$ cat config.mk
export PLATFORM = sky130hd
export DESIGN_NAME = nand_rd_seq
export DESIGN_NICKNAME = d
export VERILOG_FILES = /design/src/rtl/nand_rd_pkg.sv /design/src/rtl/nand_phase_timer.sv /design/src/rtl/nand_addr_map.sv /design/src/rtl/nand_rd_seq.sv
export SDC_FILE = /design/constraint.sdc
export NUM_CORES = 1
export LEC_CHECK = 0
export ABC_CLOCK_PERIOD_IN_PS = 3500
export CORE_MARGIN = 2
export CORE_UTILIZATION = 27
export DETAILED_ROUTE_END_ITERATION = 6
export DONT_BUFFER_PORTS = 1
export GPL_ROUTABILITY_DRIVEN = 0
export MAX_ROUTING_LAYER = met4
export PLACE_DENSITY = 0.38
export REMOVE_ABC_BUFFERS = 1
export SKIP_LAST_GASP = 1
export SLEW_MARGIN = 30
export SYNTH_ARGS = -nofsm -noshare
export SYNTH_HDL_FRONTEND = slang
export SYNTH_SLANG_ARGS = --single-unit
$ cat constraint.sdc
create_clock -name clk -period 3.5 [get_ports clk]
set_input_delay 0.35 -clock clk [delete_from_list [all_inputs] [get_ports clk]]
set_output_delay 0.35 -clock clk [all_outputs]
set_load 0.05 [all_outputs]
$ cat src/rtl/nand_rd_pkg.sv
package nand_rd_pkg;

    localparam int COL_W       = 13;
    localparam int PAGE_W      = 8;
    localparam int BLK_W       = 10;
    localparam int PAGE_BYTES  = 1 << COL_W;
    localparam int ADDR_CYCLES = 5;
    localparam int SEQ_LEN     = ADDR_CYCLES + 2;

    localparam logic [7:0] CMD_SETUP   = 8'h00;
    localparam logic [7:0] CMD_CONFIRM = 8'h30;

    // Field layout of the flat address, most significant first.
    typedef struct packed {
        logic              plane;
        logic [BLK_W-1:0]  blk;
        logic [PAGE_W-1:0] page;
        logic [COL_W-1:0]  col;
    } nand_loc_t;

    // One write cycle on the device bus.
    typedef struct packed {
        logic [7:0] data;
        logic       cle;
        logic       ale;
    } bus_cycle_t;

    typedef enum logic [1:0] {PH_IDLE, PH_SETUP, PH_ACT, PH_HOLD} phase_e;

    typedef enum logic [2:0] {
        S_IDLE, S_ISSUE, S_TURN, S_TWB, S_WRDY, S_READ, S_DRAIN
    } seq_e;

    // Byte n (0..4) of the address phase.
    function automatic logic [7:0] addr_cycle(input nand_loc_t loc, input int unsigned n);
        logic [7:0] b;
        b = '0;
        case (n)
            0:       b = loc.col[7:0];
            1:       b = {3'b000, loc.col[12:8]};
            2:       b = loc.page;
            3:       b = {loc.blk[6:0], loc.plane};
            default: b = {5'b00000, loc.blk[9:7]};
        endcase
        return b;
    endfunction

endpackage

$ cat src/rtl/nand_phase_timer.sv
module nand_phase_timer
    import nand_rd_pkg::*;
#(
    parameter int SETUP_CLKS = 1,
    parameter int ACT_CLKS   = 2,
    parameter int HOLD_CLKS  = 10
) (
    input  logic   clk,
    input  logic   rst,
    input  logic   go,
    output phase_e phase,
    output logic   sample,
    output logic   done
);

    localparam int MAX_A = (SETUP_CLKS > ACT_CLKS) ? SETUP_CLKS : ACT_CLKS;
    localparam int MAX_C = (MAX_A > HOLD_CLKS) ? MAX_A : HOLD_CLKS;
    localparam int CW    = (MAX_C < 2) ? 1 : $clog2(MAX_C);

    phase_e        ph_q;
    logic [CW-1:0] cnt_q;

    always_ff @(posedge clk) begin
        if (rst) begin
            ph_q  <= PH_IDLE;
            cnt_q <= '0;
        end else begin
            case (ph_q)
                PH_IDLE: if (go) begin
                    ph_q  <= PH_SETUP;
                    cnt_q <= CW'(SETUP_CLKS - 1);
                end
                PH_SETUP: if (cnt_q == '0) begin
                    ph_q  <= PH_ACT;
                    cnt_q <= CW'(ACT_CLKS - 1);
                end else begin
                    cnt_q <= cnt_q - 1'b1;
                end
                PH_ACT: if (cnt_q == '0) begin
                    ph_q  <= PH_HOLD;
                    cnt_q <= CW'(HOLD_CLKS - 1);
                end else begin
                    cnt_q <= cnt_q - 1'b1;
                end
                default: if (cnt_q == '0) begin
                    ph_q <= PH_IDLE;
                end else begin
                    cnt_q <= cnt_q - 1'b1;
                end
            endcase
        end
    end

    assign phase  = ph_q;
    assign sample = (ph_q == PH_ACT)  && (cnt_q == '0);
    assign done   = (ph_q == PH_HOLD) && (cnt_q == '0);

endmodule

$ cat src/rtl/nand_addr_map.sv
module nand_addr_map
    import nand_rd_pkg::*;
(
    input  nand_loc_t  loc,
    input  logic [2:0] seq_idx,
    output bus_cycle_t cyc
);

    bus_cycle_t cyc_tab [SEQ_LEN];

    for (genvar g = 0; g < SEQ_LEN; g++) begin : g_cyc
        if (g == 0) begin : g_first
            assign cyc_tab[g] = '{data: CMD_SETUP, cle: 1'b1, ale: 1'b0};
        end else if (g == SEQ_LEN - 1) begin : g_last
            assign cyc_tab[g] = '{data: CMD_CONFIRM, cle: 1'b1, ale: 1'b0};
        end else begin : g_addr
            assign cyc_tab[g] = '{data: addr_cycle(loc, g - 1), cle: 1'b0, ale: 1'b1};
        end
    end

    always_comb begin
        cyc = '0;
        for (int i = 0; i < SEQ_LEN; i++) begin
            if (seq_idx == 3'(i)) cyc = cyc_tab[i];
        end
    end

endmodule

$ cat src/rtl/nand_rd_seq.sv
module nand_rd_seq
    import nand_rd_pkg::*;
#(
    parameter int SETUP_CLKS  = 1,
    parameter int STROBE_CLKS = 2,
    parameter int HOLD_CLKS   = 10,
    parameter int TURN_CLKS   = 1,
    parameter int TWB_CLKS    = 2,
    parameter int LEN_W       = COL_W + 1
) (
    input  logic             clk,
    input  logic             rst,
    input  logic             start,
    input  logic [31:0]      lin_addr,
    input  logic [LEN_W-1:0] byte_cnt,
    output logic             busy,
    output logic             range_err,
    output logic [7:0]       out_data,
    output logic             out_valid,
    input  logic             out_ready,
    output logic             nand_ce_n,
    output logic             nand_cle,
    output logic             nand_ale,
    output logic             nand_we_n,
    output logic             nand_re_n,
    output logic [7:0]       nand_dq_out,
    output logic             nand_dq_oe,
    input  logic [7:0]       nand_dq_in,
    input  logic             nand_rb
);

    localparam int WAIT_MAX = (TURN_CLKS > TWB_CLKS) ? TURN_CLKS : TWB_CLKS;
    localparam int WW       = (WAIT_MAX < 2) ? 1 : $clog2(WAIT_MAX);
    localparam logic [LEN_W-1:0] PAGE_LEN = LEN_W'(PAGE_BYTES);
    localparam logic [2:0]       LAST_IDX = 3'(SEQ_LEN - 1);

    seq_e             state_q;
    nand_loc_t        loc_q;
    logic [2:0]       idx_q;
    logic [LEN_W-1:0] remain_q;
    logic [WW-1:0]    wait_q;
    logic             err_q;
    logic [7:0]       data_q;
    logic             valid_q;

    phase_e     phase;
    logic       tmr_go, tmr_sample, tmr_done;
    bus_cycle_t cyc;

    nand_loc_t        req_loc;
    logic [LEN_W-1:0] room, grant_len;
    logic             over, accept, in_issue;

    // Request decode and page-end clipping
    assign req_loc   = nand_loc_t'(lin_addr);
    assign room      = PAGE_LEN - LEN_W'(req_loc.col);
    assign over      = byte_cnt > room;
    assign grant_len = over ? room : byte_cnt;
    assign accept    = (state_q == S_IDLE) && start && (byte_cnt != '0);

    assign in_issue = (state_q == S_ISSUE);
    assign tmr_go   = (phase == PH_IDLE) &&
                      (in_issue || ((state_q == S_READ) && !valid_q));

    nand_phase_timer #(
        .SETUP_CLKS (SETUP_CLKS),
        .ACT_CLKS   (STROBE_CLKS),
        .HOLD_CLKS  (HOLD_CLKS)
    ) u_tmr (
        .clk    (clk),
        .rst    (rst),
        .go     (tmr_go),
        .phase  (phase),
        .sample (tmr_sample),
        .done   (tmr_done)
    );

    nand_addr_map u_map (
        .loc     (loc_q),
        .seq_idx (idx_q),
        .cyc     (cyc)
    );

    always_ff @(posedge clk) begin
        if (rst) begin
            state_q  <= S_IDLE;
            loc_q    <= '0;
            idx_q    <= '0;
            remain_q <= '0;
            wait_q   <= '0;
            err_q    <= 1'b0;
            data_q   <= '0;
            valid_q  <= 1'b0;
        end else begin
            if (valid_q && out_ready) valid_q <= 1'b0;
            case (state_q)
                S_IDLE: if (accept) begin
                    state_q  <= S_ISSUE;
                    loc_q    <= req_loc;
                    idx_q    <= '0;
                    remain_q <= grant_len;
                    err_q    <= over;
                end
                S_ISSUE: if (tmr_done) begin
                    if (idx_q == LAST_IDX) begin
                        state_q <= S_TURN;
                        wait_q  <= WW'(TURN_CLKS - 1);
                    end else begin
                        idx_q <= idx_q + 1'b1;
                    end
                end
                S_TURN: if (wait_q == '0) begin
                    state_q <= S_TWB;
                    wait_q  <= WW'(TWB_CLKS - 1);
                end else begin
                    wait_q <= wait_q - 1'b1;
                end
                S_TWB: if (wait_q == '0) begin
                    state_q <= S_WRDY;
                end else begin
                    wait_q <= wait_q - 1'b1;
                end
                S_WRDY: if (nand_rb) state_q <= S_READ;
                S_READ: begin
                    if (tmr_sample) begin
                        data_q  <= nand_dq_in;
                        valid_q <= 1'b1;
                    end
                    if (tmr_done) begin
                        remain_q <= remain_q - 1'b1;
                        if (remain_q == LEN_W'(1)) state_q <= S_DRAIN;
                    end
                end
                S_DRAIN: if (!valid_q || out_ready) state_q <= S_IDLE;
                default: state_q <= S_IDLE;
            endcase
        end
    end

    assign busy        = (state_q != S_IDLE);
    assign range_err   = err_q;
    assign out_data    = data_q;
    assign out_valid   = valid_q;
    assign nand_ce_n   = (state_q == S_IDLE) || (state_q == S_DRAIN);
    assign nand_cle    = in_issue && cyc.cle;
    assign nand_ale    = in_issue && cyc.ale;
    assign nand_we_n   = !(in_issue && (phase == PH_ACT));
    assign nand_re_n   = !((state_q == S_READ) && (phase == PH_ACT));
    assign nand_dq_out = in_issue ? cyc.data : 8'h00;
    assign nand_dq_oe  = in_issue;

endmodule

# After elaboration in Yosys (flattened, before gate mapping)
# Cells that the tools add are included.
dict set report totals {
  register_bits 69
  in_bits 59
  output_inout_bits 25
  word_cells 128
}
dict set report op_classes {
  addsub 5
  n_lt_le_gt_ge 1
  n_eq_ne 30
  n_mux 44
  reduce_logical 35
}
# op n
set op_table {}
lappend op_table {{$mux 10} 6}
lappend op_table {{$mux 14} 3}
lappend op_table {{$mux 3} 12}
lappend op_table {{$pmux 14 s2} 1}
lappend op_table {{$pmux 3 s7} 1}
lappend op_table {{$ne 2x2->1 const B} 10}
lappend op_table {{$eq 3x3->1 const B} 6}
lappend op_table {{$mux 4} 4}
lappend op_table {{$eq 14x1->1 const B} 1}
lappend op_table {{$gt 14x14->1} 1}
lappend op_table {{$reduce_bool 14->1} 1}
lappend op_table {{$sub 14x1->14 const B} 1}
lappend op_table {{$sub 14x13->14 const A} 1}
lappend op_table {{$eq 3x2->1 const B} 4}
lappend op_table {{$pmux 4 s3} 1}
lappend op_table {{$logic_and 1x1->1} 11}
lappend op_table {{$mux 2} 5}
lappend op_table {{$reduce_and 9->1} 1}
lappend op_table {{$mux 8} 1}
lappend op_table {{$reduce_and 4->1} 2}
lappend op_table {{$mux 1} 7}
lappend op_table {{$eq 3x1->1 const B} 2}
lappend op_table {{$logic_not 3->1} 2}
lappend op_table {{$ne 2x1->1 const B} 3}
lappend op_table {{other kinds (17)} 28}

# Depth between registers and ports, before layout
dict set report depth {
  word_depth 9
  ltp_mapped 12
  ltp_nobuf 11
}

# Cells and area by module
# From an unflattened synthesis, not the netlist that was laid out.
dict set report unflattened {
  cells_unflattened 573
  area_unflattened_um2 4508.1
}
# mod instances cells_per_inst area_each_um2 seq_area_each_um2
set modules_own_cells {}
lappend modules_own_cells {nand_rd_seq 1 474 3688.5 1261.2}
lappend modules_own_cells {nand_phase_timer 1 53 466.7 120.1}
lappend modules_own_cells {nand_addr_map 1 46 352.8 0.0}

# Worst setup path before layout
# Ideal clock, no wire load.
dict set report synth_path {
  kind {input -> register}
  start {in lin_addr[2]}
  end {reg remain_q[5]}
  setup_ns 0.116
  arrival_time_ns 3.178
  setup_slack_ns 0.206
  path_stages 11
  cell_sequence {or4_4 or3_4 nor4_4 xor2_1 ha_1 nand4_1 nor4_1 o21ba_2 buf_2 mux2i_1 o211a_1}
}
dict set report synth_via {
  elab_chain_len 5
}
# element line_no
set synth_lines {}
lappend synth_lines {{from (decl)} nand_rd_seq.sv:14} ;# input logic [31:0] lin_addr,
lappend synth_lines {{$sub 14x13->14 *} nand_rd_seq.sv:56} ;# assign room = PAGE_LEN - LEN_W'(req_loc.col);
lappend synth_lines {{$gt 14x14->1} nand_rd_seq.sv:57} ;# assign over = byte_cnt > room;
lappend synth_lines {{$mux 14 *} nand_rd_seq.sv:58} ;# assign grant_len = over ? room : byte_cnt;
lappend synth_lines {{$mux 14 *} nand_rd_seq.sv:97} ;# S_IDLE: if (accept) begin
lappend synth_lines {{$pmux 14 s2 *} nand_rd_seq.sv:96} ;# case (state_q)
lappend synth_lines {{to (signal assigned)} nand_rd_seq.sv:101} ;# remain_q <= grant_len;
lappend synth_lines {{to (signal assigned)} nand_rd_seq.sv:130} ;# remain_q <= remain_q - 1'b1;
lappend synth_lines {{to (decl)} nand_rd_seq.sv:40} ;# logic [LEN_W-1:0] remain_q;
# Mark *: on every way between the ends. The rest lies on a longest branch, timed or not. The select of a mux whose other input is x is not followed.
# A chain may end at the register's enable or synchronous reset.

# Worst setup path after layout
dict set report layout_path {
  start {in lin_addr[2]}
  end {reg remain_q[2]}
}
# Same word-level chain as after synthesis.

==> impl_results.md <==
- Reg-to-Reg Start: remain_q[0]
- CTS tree: built
- RSZ-0062 raised after global routing: false
- CP max stage delay: 0.54 ns
- Cells after Synth: 596
- DRT Wirelength: 14100 um
- Fin area: 5050 sq um
- R2R setup slack: 1.06 ns
- WHS: 0.0895 ns
- VDD IR-drop max: 0.000254 V
- Crit path from: lin_addr[2]
- Area after DPL: 4720 sq um
- Crit path depth: 10
- Fin crit share: 87.3%
- Post_cts resized: 0
- Total leakage power: 1.87 nW
- Commonest non-fill, non-tap cell in the layout: nand2_1
- Worst Hold Class: in2reg
- First-pass GRT wire length: 22200 um
- Max frequency: 327 MHz
- Avg Cell Area, Syn: 7.48 sq um
- Final period demand of the worst path: 3.05 ns
- Final Non-Filler Cells: 808
- Slowest-stage cell, CP: or4_4
- Pre-CTS setup slack: 0.111 ns
- H-tree levels: 3
- Fin Setup TNS: 0 ns
- Final total power: 3.48 mW
- Reg-to-Reg End: remain_q[6]
- Synth async-reset ratio: 0%
- Total grt overflow: 0
- Vias in the first global route: 3956
- Total CTS buffers: 9
- Wire length per cell: 17.5 um
- Antenna viol nets, final: 0
- Max Transition Viols Final: 0
- Starting density of the core: 27.9%
- DR iter-0 viols: 253
- Area of the die: 17600 sq um
- Clock skew: 0.00458 ns
- Clk root buf: clkbuf_16
- Critical path buffers and inverters: 0
- Arrival @ worst endpoint: 3.28 ns
- Nets: 675
- Floorplan row count: 46
- Critical setup path kind: in2reg
- Hold bufs inserted after CTS: 0
- All-Layer GR Usage: 16.6%
- Layout cells sized above 1: 8.61%
- Synth unique cells: 66
- Hpwl dp: 10500 um
- Relative slew slack: 41.8%
- DP Cell Count: 792
- Via count: 4147
- Status: finished clean
- Core Region: 16000 sq um
- Critical path launch point type: primary input
- Final setup viols: 0
- DRC: 0
- Die Width: 133 um
- Finished Core Util: 31.5%
- Top fanout value on the critical path: 13
- Setup bufs post-CTS: 0
- Critical Path, Cell by Cell: or4_4, or3_4, nor2_1, xor2_1, ha_1, nand4_1, a311oi_1, o21ba_2, mux2i_1, o221a_2
- Die height: 133 um
- Most frequent cells in the layout: nand2_1 (120), a21oi_1 (79), dfxtp_1 (69)
- Clk_lat worst skew: 0.34 ns
- Pin count of the biggest net entering global routing: 71
- Max-cap violation count: 0
- Worst Slack Setup Final: 0.445 ns
- 1st-pass router iterations: 4
- Final count of hold timing violations: 0
- Power Density: 689 nW/um^2
- Synth warn: 0
- Clock-pin slew on the worst setup and hold paths: 0.06 ns
- CTS Sinks: 69
- Crit path to: remain_q[2]
- Post-synth EDFFs: 0
- Most used flip-flop cell after synthesis: dfxtp_1
- Area Overhead vs Synth: 13.2%
- Req. time, crit path: 3.73 ns
- Drt via density: 5.13
- Initial antenna violation count: 0
- CTS max path bufs: 2
- Crit end category: flip-flop
- Port Buffers: 0
- Worst r2r path cells: 8
- ANT cells: 0
- Kind of cell adding the most delay to the critical path: simple AND/OR/NAND/NOR gates
- Mapped Area: 4460 sq um
- Sequential cell area fraction in the yosys report: 31.0%
- Slew @ Worst Pin: 0.869 ns
- Yosys reg bits: 69
- IO Count: 84
state kept, by name, indices dropped and copies added (netlist names), 2 cells and up:
| register | count |
|---|---|
| loc_q | 32 |
| u_tmr.cnt_q | 4 |
| out_data | 8 |
| u_tmr.phase | 2 |
| idx_q | 3 |
| remain_q | 14 |
| state_q | 3 |
worst register-to-register path: cells and delay by family, from the launching register on:
kind	cells	cell delay [ns]
and+or+nand+nor	2	0.80
adders and majority gates	1	0.20
AOI/OAI and AO/OA	3	0.68
DFF	1	0.37
xor gates and xnor gates	1	0.18
buffers and inverters	1	0.12
metal layers:
| metal | up-vias | share of wire [%] | track usage, % |
|---|---|---|---|
| li1 | 2100 | - | - |
| met1 | 1925 | 49 | 22.0 |
| met2 | 111 | 43 | 24.7 |
| met3 | 11 | 6.1 | 4.71 |
| met4 | 0 | 1.3 | 4.30 |
| met5 | - | 0 | - |
power by group:
part	switching (mW)	leakage [nW]	internal [mW]	total, mW
clock network	0.369	0.152	0.645	1.01
logic	0.863	1.15	0.473	1.34
registers	0.180	0.565	0.947	1.13
kinds of logic (layout without fill, tap and decap cells):
logic type	count (synthesis)	after routing	synth area share, %
multiplexers	13	13	2.92
AND/OR/NAND/NOR	242	242	25.9
flip-flops	69	69	31.0
AO/OA/AOI/OAI	166	166	23.6
buffers and inverters	61	57	5.36
adder cells (fa/ha/maj)	29	29	8.14
XOR/XNOR	16	16	3.14
worst min path at each step:
stage / from / end / slack (ns) / depth (start not counted)
floorplan: rst / idx_q[2] / 0.42 / 1
CTS: rst / loc_q[11] / 0.07 / 1
global route: rst / loc_q[8] / 0.07 / 1
finish: rst / loc_q[0] / 0.09 / 1
detailed placement: rst / loc_q[0] / 0.43 / 1
global placement: rst / loc_q[0] / 0.43 / 1
synthesized netlist by cell type, types with 3 or more instances:
cell type / n / area (sq um)
xor2_1: 6 / 52.6
nor4_1: 7 / 43.8
mux2i_1: 13 / 130
a311oi_1: 7 / 61.3
a22oi_1: 12 / 90.1
nor2_1: 44 / 165
clkbuf_1: 28 / 105
a21oi_1: 79 / 395
dfxtp_1: 69 / 1380
xnor2_1: 10 / 87.6
and3_1: 3 / 18.8
nand2_1: 120 / 450
nor2b_1: 6 / 37.5
o21ai_0: 17 / 85.1
a21o_1: 3 / 22.5
nand2b_1: 4 / 25.0
or3_1: 6 / 37.5
a211oi_1: 9 / 67.6
nand4_1: 4 / 25.0
a221oi_1: 3 / 26.3
nor3b_1: 4 / 30.0
a31oi_1: 5 / 31.3
o21bai_1: 4 / 30.0
nor3_2: 3 / 30.0
inv_1: 24 / 90.1
buf_2: 8 / 40.0
nor3_1: 12 / 60.1
ha_1: 29 / 363
nand3_1: 9 / 45.0
layout make-up:
type                            instances  area, sq um
Clock buffer                           11          243
Inverter                               25         93.8
Timing Repair Buffer                   16          120
Sequential cell                        69         1380
Clock inverter                          5         83.8
Fill cell                            1773        11000
Multi-Input combinational cell        466         2860
Tap cell                              216          270
Power figures use the tool's default switching activity.
